===== src/rtl/wrprot_pkg.sv =====
package wrprot_pkg;
  localparam int SR_LOCK = 7;
  localparam int SR_LVL_HI = 3;
  localparam int SR_LVL_LO = 2;
  localparam int SR_LATCH = 1;
  localparam int SR_BUSY = 0;

  typedef enum logic [1:0] {
    GUARD_NONE    = 2'b00,
    GUARD_QUARTER = 2'b01,
    GUARD_HALF    = 2'b10,
    GUARD_ALL     = 2'b11
  } guard_e;
endpackage


===== src/rtl/wrprot_range.sv =====
module wrprot_range
  import wrprot_pkg::*;
#(
  parameter int ADDR_W = 14
) (
  input  guard_e              level,
  input  logic [ADDR_W-1:0]   addr,
  output logic                hit
);
  localparam int TOP = ADDR_W - 1;

  logic top_half, top_quarter;

  generate
    if (ADDR_W >= 2) begin : g_wide
      assign top_half    = addr[TOP];
      assign top_quarter = addr[TOP] & addr[TOP-1];
    end else begin : g_narrow
      assign top_half    = addr[TOP];
      assign top_quarter = addr[TOP];
    end
  endgenerate

  always_comb begin
    unique case (level)
      GUARD_NONE:    hit = 1'b0;
      GUARD_QUARTER: hit = top_quarter;
      GUARD_HALF:    hit = top_half;
      default:       hit = 1'b1;
    endcase
  end
endmodule


===== src/rtl/wrprot_timer.sv =====
module wrprot_timer #(
  parameter int WRITE_CYCLES = 500000
) (
  input  logic clk,
  input  logic rst_n,
  input  logic start,
  output logic running,
  output logic finish
);
  localparam int CNT_W = (WRITE_CYCLES > 1) ? $clog2(WRITE_CYCLES) : 1;
  localparam logic [CNT_W-1:0] LAST = CNT_W'(WRITE_CYCLES - 1);

  logic [CNT_W-1:0] left;

  always_ff @(posedge clk or negedge rst_n) begin
    if (!rst_n) begin
      running <= 1'b0;
      left    <= '0;
    end else if (!running) begin
      if (start) begin
        running <= 1'b1;
        left    <= LAST;
      end
    end else if (left == '0) begin
      running <= 1'b0;
    end else begin
      left <= left - 1'b1;
    end
  end

  assign finish = running && (left == '0);
endmodule


===== src/rtl/wrprot_regs.sv =====
module wrprot_regs
  import wrprot_pkg::*;
(
  input  logic       clk,
  input  logic       rst_n,
  input  logic       latch_set,
  input  logic       latch_clr,
  input  logic       period_end,
  input  logic       load,
  input  logic [7:0] load_data,
  output logic       latch,
  output logic       lock_en,
  output guard_e     level
);
  always_ff @(posedge clk or negedge rst_n) begin
    if (!rst_n) begin
      latch   <= 1'b0;
      lock_en <= 1'b0;
      level   <= GUARD_NONE;
    end else begin
      if (period_end || latch_clr) latch <= 1'b0;
      else if (latch_set)          latch <= 1'b1;
      if (load) begin
        lock_en <= load_data[SR_LOCK];
        level   <= guard_e'(load_data[SR_LVL_HI:SR_LVL_LO]);
      end
    end
  end
endmodule


===== src/rtl/wrprot_status.sv =====
module wrprot_status
  import wrprot_pkg::*;
#(
  parameter int ADDR_W = 14,
  parameter int WRITE_CYCLES = 500000
) (
  input  logic              clk,
  input  logic              rst_n,
  input  logic              cmd_wren,
  input  logic              cmd_wrdi,
  input  logic              cmd_wrsr,
  input  logic [7:0]        sr_wdata,
  input  logic              cmd_wr,
  input  logic [ADDR_W-1:0] wr_addr,
  input  logic              wp_n,
  output logic [7:0]        status_rd,
  output logic              wr_allowed,
  output logic              busy
);
  logic   latch, lock_en, fenced, period_end;
  logic   idle, sr_go, arr_go;
  guard_e level;

  assign idle   = !busy;
  assign sr_go  = cmd_wrsr && idle && latch && !(lock_en && !wp_n);
  assign arr_go = cmd_wr && !cmd_wrsr && idle && latch && !fenced;
  assign wr_allowed = sr_go || arr_go;

  wrprot_range #(.ADDR_W(ADDR_W)) u_range (
    .level (level),
    .addr  (wr_addr),
    .hit   (fenced)
  );

  wrprot_timer #(.WRITE_CYCLES(WRITE_CYCLES)) u_timer (
    .clk     (clk),
    .rst_n   (rst_n),
    .start   (wr_allowed),
    .running (busy),
    .finish  (period_end)
  );

  wrprot_regs u_regs (
    .clk        (clk),
    .rst_n      (rst_n),
    .latch_set  (cmd_wren && idle),
    .latch_clr  (cmd_wrdi && idle),
    .period_end (period_end),
    .load       (sr_go),
    .load_data  (sr_wdata),
    .latch      (latch),
    .lock_en    (lock_en),
    .level      (level)
  );

  always_comb begin
    if (busy) status_rd = 8'hFF;
    else      status_rd = {lock_en, 3'b000, level, latch, 1'b0};
  end
endmodule


===== config.mk =====
export PLATFORM = sky130hd
export DESIGN_NAME = wrprot_status
export DESIGN_NICKNAME = d
export VERILOG_FILES = /design/src/rtl/wrprot_pkg.sv /design/src/rtl/wrprot_range.sv /design/src/rtl/wrprot_timer.sv /design/src/rtl/wrprot_regs.sv /design/src/rtl/wrprot_status.sv
export SDC_FILE = /design/constraint.sdc
export NUM_CORES = 1
export LEC_CHECK = 0
export CAP_MARGIN = 20
export CORE_ASPECT_RATIO = 1.4
export CORE_MARGIN = 2
export CORE_UTILIZATION = 38
export CTS_CLUSTER_SIZE = 24
export DETAILED_ROUTE_END_ITERATION = 8
export GPL_TIMING_DRIVEN = 0
export PLACE_DENSITY = 0.62
export RECOVER_POWER = 25
export SKIP_CTS_REPAIR_TIMING = 1
export SYNTH_ARGS = -nofsm -noshare
export SYNTH_HDL_FRONTEND = slang
export SYNTH_SLANG_ARGS = --single-unit

===== constraint.sdc =====
create_clock -name clk -period 1.9 [get_ports clk]
set_input_delay 0.19 -clock clk [delete_from_list [all_inputs] [get_ports clk]]
set_output_delay 0.19 -clock clk [all_outputs]
set_load 0.01 [all_outputs]

==> impl_metrics.env, run 1 <==
export IMPL_tns_ps=0
export IMPL_path_cells="inv_1 -> ha_1 -> nor4b_4 -> buf_4 -> and4_2 -> nor4b_2 -> mux2i_1"
export IMPL_area_growth_pct=31.39
export IMPL_antenna_found_initial=0
export IMPL_synth_most_common_cell="dfrtp_1"
export IMPL_ys_seq_area_share_pct=41.17
export IMPL_p_per_area_nw_per_um2=444.7
export IMPL_cts_tree="done"
export IMPL_die_area_um2=4358
export IMPL_die_y_um=77.31
export IMPL_avgRoutedWirePerCell_um=15.35
export IMPL_die_x_um=56.37
export IMPL_critPathBufInv=2
export IMPL_vias=1327
export IMPL_period_needed_ps=1864
export IMPL_synth_nets=182
export IMPL_ir_drop_mv=0.3045
export IMPL_synth_area_um2=1459
export IMPL_cp_slowest_cell="dfrtp_1"
export IMPL_multiInputGateArea_um2=864.6
export IMPL_seqCellArea_um2=601.8
export IMPL_clk_pin_slew_ps=90
export IMPL_grt_total_usage_pct=16.48
export IMPL_start_kind="register"
export IMPL_cts_buffers=3
export IMPL_io_pins=39
export IMPL_tightestPinTransition_ps=794.2
export IMPL_ys_warn_count=0
export IMPL_criticalPathCategory="register to register"
export IMPL_drive_gt1_share_pct=24.32
export IMPL_root_buffer="clkbuf_8"
export IMPL_postSynthCellCount=152
export IMPL_wl_met1_um=1398
export IMPL_grt_max_degree=25
export IMPL_finClkSkew_ps=7.019
export IMPL_synth_edf_count=0
export IMPL_fmax_mhz=536.5
export IMPL_end_kind="register"
export IMPL_firstDrtPassIters=4
export IMPL_yosys_area_top_type="dfrtp_1"
export IMPL_ff2ff_setup_slack_ps=40
export IMPL_grt_pass1_wl_um=5685
export IMPL_synthTopCellsByCount="dfrtp_1, nand2_1, mux2i_1, nand3_1, nor3_1"
export IMPL_p_leak_nw=0.7920
export IMPL_hold_path_class="input port to asynchronous set/reset pin"
export IMPL_synthTopCellsByArea="dfrtp_1, mux2i_1, nand2_1"
export IMPL_finalPower_uw=852.4
export IMPL_gr_total_overflow=0
export IMPL_syn_avg_cell_area_um2=9.598
export IMPL_final_hold_viol_count=0
export IMPL_top_layer_used="met4"
export IMPL_grt_pass1_vias=1244
export IMPL_slew_headroom_pct=47.05
export IMPL_antenna_cells=0
export IMPL_critPathTopFamily="simple AND/OR/NAND/NOR gates"
export IMPL_core_area_um2=3676
export IMPL_cts_sinks=24
export IMPL_required_ps=2090
export IMPL_worstPathArrival_ps=2050
export IMPL_crit_path_max_fanout=5
export IMPL_cp_slowest_stage_delay_ps=400
export IMPL_drt_vias_per_instance=5.846
export IMPL_antenna_left=0
export IMPL_final_nets=217
export IMPL_setup_viol=0
export IMPL_initial_core_util_pct=39.69
export IMPL_routed_wl_um=3484
export IMPL_dp_hpwl_um=2508
export IMPL_wl_met3_um=123
export IMPL_ys_async_sr_fraction_pct=100.0
export IMPL_synth_cell_types=45
export IMPL_status="finished, final reports clean"
export IMPL_rsz0062_at_grt="yes"
export IMPL_synth_top_area_share_pct=41.17
export IMPL_gp_congestion=0.7481
export IMPL_clock_latency_ps=270
export IMPL_drt_iter0_markers=40
export IMPL_wl_met2_um=1918
export IMPL_synth_seq_cells=24
export IMPL_maxCapViolCount=0
export IMPL_drc=0
export IMPL_synthFlopType="dfrtp_1"
export IMPL_port_buffers=21
export IMPL_drv_slew=0
export IMPL_rows=26
export IMPL_fin_crit_sh_pct=98.10
export IMPL_clk_path_buf_depth=2
export IMPL_fin_util_pct=52.14
export IMPL_htreeDepth=1
export IMPL_fillers=340
[flip-flops by register name, summed over array words and instances (netlist names)]
name,flops
u_timer.left,19
u_timer.running,1
u_regs.level,2
u_regs.lock_en,1
u_regs.latch,1
[metrics by stage]
step | area, µm² | hold WS, ps | setup slack (ps) | cells
4_1_cts | 1763 | 452.3 | -636.3 | 218
3_3_place_gp | 1722 | 489.0 | -392.4 | 215
5_1_grt | 1917 | 359.2 | -34.98 | 227
2_1_floorplan | 1459 | -105.6 | 184.6 | 152
6_report | 1917 | 318.3 | 36.16 | 227
3_5_place_dp | 1722 | 492.5 | -384.0 | 215
[cell type report]
| type | instances | area share [%] |
|---|---|---|
| Buffer | 8 | 3.068 |
| Multi-Input combinational cell | 115 | 45.10 |
| Inverter | 5 | 0.9791 |
| Sequential cell | 24 | 31.40 |
| Tap cell | 42 | 2.742 |
| Timing Repair Buffer | 30 | 14.56 |
| Clock buffer | 3 | 2.154 |
[per-layer routing]
layer	global-route usage [%]	vias to the layer above
met3	2.530	4
li1	-	629
met5	0	-
met4	5.952	0
met2	30.47	40
met1	18.70	654
[worst paths after layout]
| check | from | endpoint | depth (start not counted) |
|---|---|---|---|
| worst min register to register | u_regs.level[1]$_DFFE_PN0P_ | u_regs.level[1]$_DFFE_PN0P_ | 2 |
| min in group clk | sr_wdata[3] | u_regs.level[1]$_DFFE_PN0P_ | 3 |
| worst max-delay path | u_timer.left[0]$_DFFE_PN0P_ | u_timer.left[13]$_DFFE_PN0P_ | 7 |
| worst max register to register | u_timer.left[0]$_DFFE_PN0P_ | u_timer.left[13]$_DFFE_PN0P_ | 7 |
| max in group asynchronous | rst_n | u_timer.left[13]$_DFFE_PN0P_ | 2 |
| worst min-delay path | rst_n | u_timer.left[5]$_DFFE_PN0P_ | 1 |
[worst reg2reg max path, stage by stage, from the launching register on]
cell and delay [ps]:
dfrtp_1 400, inv_1 60, ha_1 230, nor4b_4 140, buf_4 170, and4_2 270, nor4b_2 300, mux2i_1 220
[layout by cell type, fill, tap and decap left out, types with 2 or more instances in the layout]
cell	n
nand3_1	11
and3_1	2
dlymetal6s2s_1	4
o21ai_0	8
buf_2	2
o211ai_1	2
clkdlybuf4s50_1	15
nor2_1	9
dfrtp_1	23
and4_1	2
nor4_2	3
nor2b_1	2
inv_1	4
or2_2	4
buf_4	12
nor3_1	10
or4_1	3
clkbuf_8	3
o31ai_1	3
mux2i_1	13
nand4_1	2
nand2_1	14
[cell families (layout without fill, tap and decap cells)]
logic type               count (synthesis)  in the layout  synth area share (%)
AO/OA/AOI/OAI                           19             19                 8.833
buffers and inverters                   13             46                 5.145
flip-flops                              24             24                 41.17
AND/OR/NAND/NOR                         82             82                 35.08
multiplexers                            13             13                 8.919
adder cells (fa/ha/maj)                  1              1                0.8575
[report_power, final]
part	total, mW	switching (mW)	internal (mW)
Sequential	0.510	0	0.510
Combinational	0.0349	0.0139	0.0210
Clock	0.307	0.165	0.142
Note: power is estimated with default switching activity, not from simulation.
==> run 2: changes to the inputs <==
--- a/config.mk
+++ b/config.mk
@@ -6,15 +6,18 @@
 export NUM_CORES = 1
 export LEC_CHECK = 0
 export CAP_MARGIN = 20
+export CELL_PAD_IN_SITES_DETAIL_PLACEMENT = 0
+export CELL_PAD_IN_SITES_GLOBAL_PLACEMENT = 2
 export CORE_ASPECT_RATIO = 1.4
 export CORE_MARGIN = 2
-export CORE_UTILIZATION = 38
+export CORE_UTILIZATION = 29
 export CTS_CLUSTER_SIZE = 24
 export DETAILED_ROUTE_END_ITERATION = 8
 export GPL_TIMING_DRIVEN = 0
-export PLACE_DENSITY = 0.62
+export PLACE_DENSITY = 0.76
 export RECOVER_POWER = 25
 export SKIP_CTS_REPAIR_TIMING = 1
 export SYNTH_ARGS = -nofsm -noshare
 export SYNTH_HDL_FRONTEND = slang
 export SYNTH_SLANG_ARGS = --single-unit
+export TNS_END_PERCENT = 50
==> run 2 against run 1 <==
Effect of this change:
- the run now ends with negative setup slack left
- count of clock-buffer cells in the layout is 1 higher
- worst hold slack worse by 27 ps
- die area is 29% higher
- global-route usage is 2.6 points lower
- sequential power hardly changed
- highest routed layer unchanged
==> impl_metrics.env, run 2 (synthesis gave the netlist of run 1 again) <==
export IMPL_htreeDepth=1
export IMPL_vias=1304
export IMPL_slew_headroom_pct=39.94
export IMPL_drive_gt1_share_pct=27.89
export IMPL_die_y_um=87.92
export IMPL_port_buffers=21
export IMPL_grt_total_usage_pct=13.93
export IMPL_die_area_um2=5622
export IMPL_dp_hpwl_um=2708
export IMPL_cp_slowest_stage_delay_ps=550
export IMPL_core_area_um2=4842
export IMPL_status="finished, violations left"
export IMPL_ir_drop_mv=0.3026
export IMPL_area_growth_pct=35.85
export IMPL_antenna_left=0
export IMPL_rsz0062_at_grt="yes"
export IMPL_rows=30
export IMPL_routed_wl_um=3788
export IMPL_start_kind="register"
export IMPL_antenna_found_initial=0
export IMPL_cts_tree="done"
export IMPL_crit_path_max_fanout=6
export IMPL_clock_latency_ps=270
export IMPL_antenna_cells=0
export IMPL_cp_slowest_cell="or4_4"
export IMPL_preCtsSetupSlack_ps=-406.9
export IMPL_startpoint="u_timer.left[0]$_DFFE_PN0P_"
export IMPL_die_x_um=63.95
export IMPL_path_cells="inv_2 -> ha_4 -> nor4b_4 -> nand3_2 -> or4_4 -> a21oi_2"
export IMPL_firstDrtPassIters=4
export IMPL_io_pins=39
export IMPL_p_per_area_nw_per_um2=456.3
export IMPL_drt_iter0_markers=21
export IMPL_worstReg2RegEnd="u_timer.left[14]$_DFFE_PN0P_"
export IMPL_p_comb_share_pct=3.9
export IMPL_avgRoutedWirePerCell_um=14.91
export IMPL_grt_pass1_wl_um=6092
export IMPL_worstPathArrival_ps=2170
export IMPL_cts_buffers=3
export IMPL_tightestPinTransition_ps=900.9
export IMPL_power_frac_seq_pct=56.4
export IMPL_r2r_start="u_timer.left[0]$_DFFE_PN0P_"
export IMPL_violations="negative setup slack"
export IMPL_layout_commonest_cell="dfrtp_1"
export IMPL_p_sw_share_pct=20.76
export IMPL_fin_crit_sh_pct=103.2
export IMPL_initial_core_util_pct=30.13
export IMPL_hold_path_class="input port to asynchronous set/reset pin"
export IMPL_fillers=476
export IMPL_clk_pin_slew_ps=90
export IMPL_criticalPathCategory="register to register"
export IMPL_reg2regPathDepth=6
export IMPL_drt_vias_per_instance=5.134
export IMPL_drv_slew=0
export IMPL_largest_register="u_timer.left"
export IMPL_p_sw_uw=187.7
export IMPL_p_int_uw=716.5
export IMPL_period_needed_ps=1961
export IMPL_required_ps=2110
export IMPL_end_kind="register"
export IMPL_gp_congestion=0.7750
export IMPL_maxCapViolCount=0
export IMPL_p_leak_nw=0.8171
export IMPL_largest_reg_flops=19
export IMPL_setup_viol=1
export IMPL_cts_sinks=24
export IMPL_top_regs="u_timer.left: 19 flops, u_regs.level: 2 flops"
export IMPL_drc=0
export IMPL_gr_total_overflow=0
export IMPL_ff2ff_setup_slack_ps=-60
export IMPL_fin_util_pct=40.93
export IMPL_clk_path_buf_depth=2
export IMPL_final_hold_viol_count=0
export IMPL_finClkSkew_ps=3.631
export IMPL_clkPwrFrac_pct=39.7
export IMPL_fmax_mhz=509.9
export IMPL_grt_max_degree=25
export IMPL_final_nets=221
export IMPL_fin_ws_ps=-61.15
export IMPL_grt_pass1_vias=1320
export IMPL_tns_ps=-61.15
export IMPL_root_buffer="clkbuf_8"
export IMPL_final_cell_mix="dfrtp_1, buf_4, clkdlybuf4s50_1, nand2_1, mux2i_1"
run 2: metal layers:
| metal | track usage (%) | wire (µm) |
|---|---|---|
| met4 | 5.929 | 63 |
| met3 | 1.799 | 96 |
| met5 | 0 | 0 |
| met1 | 15.98 | 1560 |
| met2 | 25.76 | 2068 |
run 2: power groups by stage:
stage	sequential [mW]	clock, mW	combinational [mW]
floorplan	0.521	0	0.000793
global placement	0.520	0	0.0338
detailed placement	0.521	0	0.0347
CTS	0.510	0.364	0.0347
global route	0.510	0.381	0.0391
finish	0.510	0.359	0.0353
run 2: critical path, delay by kind of cell (launching register included):
kind	cells	cell delay [ps]
buf+inv	1	90
flops	1	430
simple gates	3	1130
compound gates	1	120
fa+ha+maj	1	130
run 2: through the flow:
stage                     instances  instance area, µm²  hold slack (ps)  power, mW
after floorplan                 152                1459           -105.6     0.5214
after global placement          237                1749            484.8     0.5543
after detailed placement        237                1749            500.0     0.5552
after CTS                       241                1804            446.9     0.9094
after global routing            254                1982            311.6     0.9303
final                           254                1982            291.1     0.9043
run 2: how the worst max path moves through the flow:
stage	endpoint	slack, ps	cells after the start
after floorplan	u_timer.left[16]$_DFFE_PN0P_	180	6
after global placement	wr_allowed	-430	7
after detailed placement	wr_allowed	-410	7
after CTS	wr_allowed	-650	6
after global routing	u_timer.left[14]$_DFFE_PN0P_	-150	6
final	u_timer.left[14]$_DFFE_PN0P_	-60	6
run 2: final cells by class:
cell class | count | area [µm²] | area share (%)
Tap cell | 64 | 80.08 | 4.040
Buffer | 8 | 61.31 | 3.093
Timing Repair Buffer | 34 | 309.0 | 15.59
Inverter | 5 | 18.77 | 0.9470
Clock buffer | 4 | 55.05 | 2.778
Sequential cell | 24 | 601.8 | 30.37
Multi-Input combinational cell | 115 | 855.8 | 43.18
==> run 3: changes to the inputs <==
--- a/config.mk
+++ b/config.mk
@@ -9,13 +9,14 @@
 export CELL_PAD_IN_SITES_DETAIL_PLACEMENT = 0
 export CELL_PAD_IN_SITES_GLOBAL_PLACEMENT = 2
 export CORE_ASPECT_RATIO = 1.4
-export CORE_MARGIN = 2
+export CORE_MARGIN = 4
 export CORE_UTILIZATION = 29
 export CTS_CLUSTER_SIZE = 24
 export DETAILED_ROUTE_END_ITERATION = 8
 export GPL_TIMING_DRIVEN = 0
 export PLACE_DENSITY = 0.76
 export RECOVER_POWER = 25
+export SETUP_SLACK_MARGIN = 0.3
 export SKIP_CTS_REPAIR_TIMING = 1
 export SYNTH_ARGS = -nofsm -noshare
 export SYNTH_HDL_FRONTEND = slang
==> run 3 against run 2 <==
Effect of this change:
- the flow now finishes without violations
- clock power hardly changed
- die area is 11% higher
- sequential power about the same
- critical path type is now register to primary output
- setup slack improved by 160 ps
- maximum frequency up 8.6%
- first-iteration DRC count grew 67%
- non-clock buffer count up 6
- clock skew rose by 1.0 ps
- utilization increased by 1.9 points
==> impl_metrics.env, run 3 (synthesis gave the netlist of run 1 again) <==
export IMPL_criticalPathCategory="register to primary output"
export IMPL_core_area_um2=4880
export IMPL_cts_tree="done"
export IMPL_required_ps=1710
export IMPL_grt_total_usage_pct=12.17
export IMPL_end_kind="primary output"
export IMPL_antenna_found_initial=0
export IMPL_slew_headroom_pct=38.82
export IMPL_crit_path_max_fanout=6
export IMPL_routed_wl_um=3882
export IMPL_root_buffer="clkbuf_8"
export IMPL_firstDrtPassIters=4
export IMPL_clock_latency_ps=270
export IMPL_path_cells="buf_4 -> buf_4 -> buf_4 -> clkdlybuf4s50_1"
export IMPL_placed_cells=237
export IMPL_port_buffers=21
export IMPL_gr_total_overflow=0
export IMPL_largest_reg_flops=19
export IMPL_hold_path_class="input port to asynchronous set/reset pin"
export IMPL_worstPathArrival_ps=1620
export IMPL_rsz0062_at_grt="yes"
export IMPL_p_leak_nw=0.8565
export IMPL_r2r_start="u_timer.left[5]$_DFFE_PN0P_"
export IMPL_start_kind="register"
export IMPL_clk_path_buf_depth=2
export IMPL_status="finished, final reports clean"
export IMPL_gp_congestion=0.7502
export IMPL_largest_register="u_timer.left"
export IMPL_initial_core_util_pct=29.90
export IMPL_grt_pass1_vias=1221
export IMPL_die_y_um=91.92
export IMPL_top_regs="u_timer.left: 19 flops, u_regs.level: 2 flops"
export IMPL_fin_crit_sh_pct=95.02
export IMPL_rows=30
export IMPL_io_pins=39
export IMPL_final_area_um2=2088
export IMPL_tightestPinTransition_ps=917.7
export IMPL_layout_commonest_cell="dfrtp_1"
export IMPL_critPathCapture="status_rd[4]"
export IMPL_cp_slowest_cell="dfrtp_2"
export IMPL_area_growth_pct=43.14
export IMPL_clk_pin_slew_ps=90
export IMPL_drc=0
export IMPL_crit_top_cell="buf_4"
export IMPL_startpoint="u_timer.running$_DFF_PN0_"
export IMPL_fin_util_pct=42.79
export IMPL_grt_pass1_wl_um=5775
export IMPL_worstReg2RegEnd="u_timer.left[13]$_DFFE_PN0P_"
export IMPL_instances_no_fill=260
export IMPL_final_hold_viol_count=0
export IMPL_drt_vias_per_instance=5.192
export IMPL_cts_sinks=24
export IMPL_drv_slew=0
export IMPL_finClkSkew_ps=4.648
export IMPL_maxCapViolCount=0
export IMPL_ir_drop_mv=0.2218
export IMPL_cp_slowest_stage_delay_ps=480
export IMPL_reg2regPathDepth=5
export IMPL_die_area_um2=6246
export IMPL_drt_iter0_markers=35
export IMPL_period_needed_ps=1805
export IMPL_final_cell_mix="dfrtp_1, buf_4, nand2_1, clkdlybuf4s50_1, mux2i_1"
export IMPL_final_nets=227
export IMPL_antenna_left=0
export IMPL_htreeDepth=1
export IMPL_avgRoutedWirePerCell_um=14.93
export IMPL_die_x_um=67.95
export IMPL_p_per_area_nw_per_um2=431.9
export IMPL_finalPower_uw=901.9
export IMPL_setup_viol=0
export IMPL_place_area_um2=1755
export IMPL_drive_gt1_share_pct=32.65
export IMPL_cts_buffers=3
export IMPL_fmax_mhz=553.9
export IMPL_antenna_cells=0
export IMPL_vias=1350
export IMPL_ff2ff_setup_slack_ps=130
export IMPL_grt_max_degree=25
export IMPL_dp_hpwl_um=2719
[run 3: changes by cell type in the layout (fill, tap and decap cells not counted), moves of 2 or more]
| cell | change |
|---|---|
| dlymetal6s2s_1 | -2 |
| buf_6 | +5 |
| o21ai_0 | -2 |
| clkbuf_2 | +4 |
| buf_4 | +2 |
| nor4_4 | +3 |
| nor4_2 | -2 |
| o21ai_1 | +2 |
| inv_2 | -2 |
[run 3: report_power, final]
group / internal (mW) / leakage [nW] / switching, mW
registers: 0.510 / 0.268 / 0
logic: 0.0210 / 0.559 / 0.0141
clock network: 0.185 / 0.0288 / 0.171
total: 0.716 / 0.856 / 0.185
[run 3: final cells by class]
class | count | area (µm²)
plain buffers | 8 | 66.31
clock buffers | 4 | 55.05
fillers | 498 | 2791
repair buffers | 40 | 351.6
multi-input cells | 115 | 912.1
well taps | 64 | 80.08
inverters | 5 | 21.27
flip-flops and latches | 24 | 601.8
[run 3: worst min-delay path by stage]
stage / from / end / slack [ps] / cells after the start
5_1_grt: rst_n / u_timer.left[4]$_DFFE_PN0P_ / 310 / 1
4_1_cts: sr_wdata[3] / u_regs.level[1]$_DFFE_PN0P_ / 440 / 3
2_1_floorplan: rst_n / u_regs.latch$_DFFE_PN0P_ / -110 / 0
3_3_place_gp: u_regs.lock_en$_DFFE_PN0P_ / u_regs.lock_en$_DFFE_PN0P_ / 480 / 2
3_5_place_dp: u_regs.lock_en$_DFFE_PN0P_ / u_regs.lock_en$_DFFE_PN0P_ / 490 / 2
6_report: rst_n / u_timer.left[4]$_DFFE_PN0P_ / 280 / 1
[run 3: metrics by stage]
| stage | worst slack (ps) | TNS (ps) | hold WS (ps) |
|---|---|---|---|
| finish | 94.65 | 0 | 283.2 |
| detailed placement | -440.8 | -1013 | 493.3 |
| global placement | -441.2 | -1046 | 482.0 |
| CTS | -689.5 | -2851 | 438.9 |
| floorplan | 184.6 | 0 | -105.6 |
| global route | 29.77 | 0 | 306.4 |
[run 3: per-layer routing]
layer / GRT usage (%) / share of wire [%] / wire length [µm]
met1: 14.29 / 42 / 1613
met2: 21.32 / 54 / 2091
met3: 2.083 / 3.8 / 147
met4: 4.478 / 0.75 / 29
met5: 0 / 0 / 0
[run 3: critical path, delay by kind of cell, from the launching register on]
| family | cells | cell delay [ps] |
|---|---|---|
| buf+inv | 4 | 870 |
| flops | 1 | 480 |
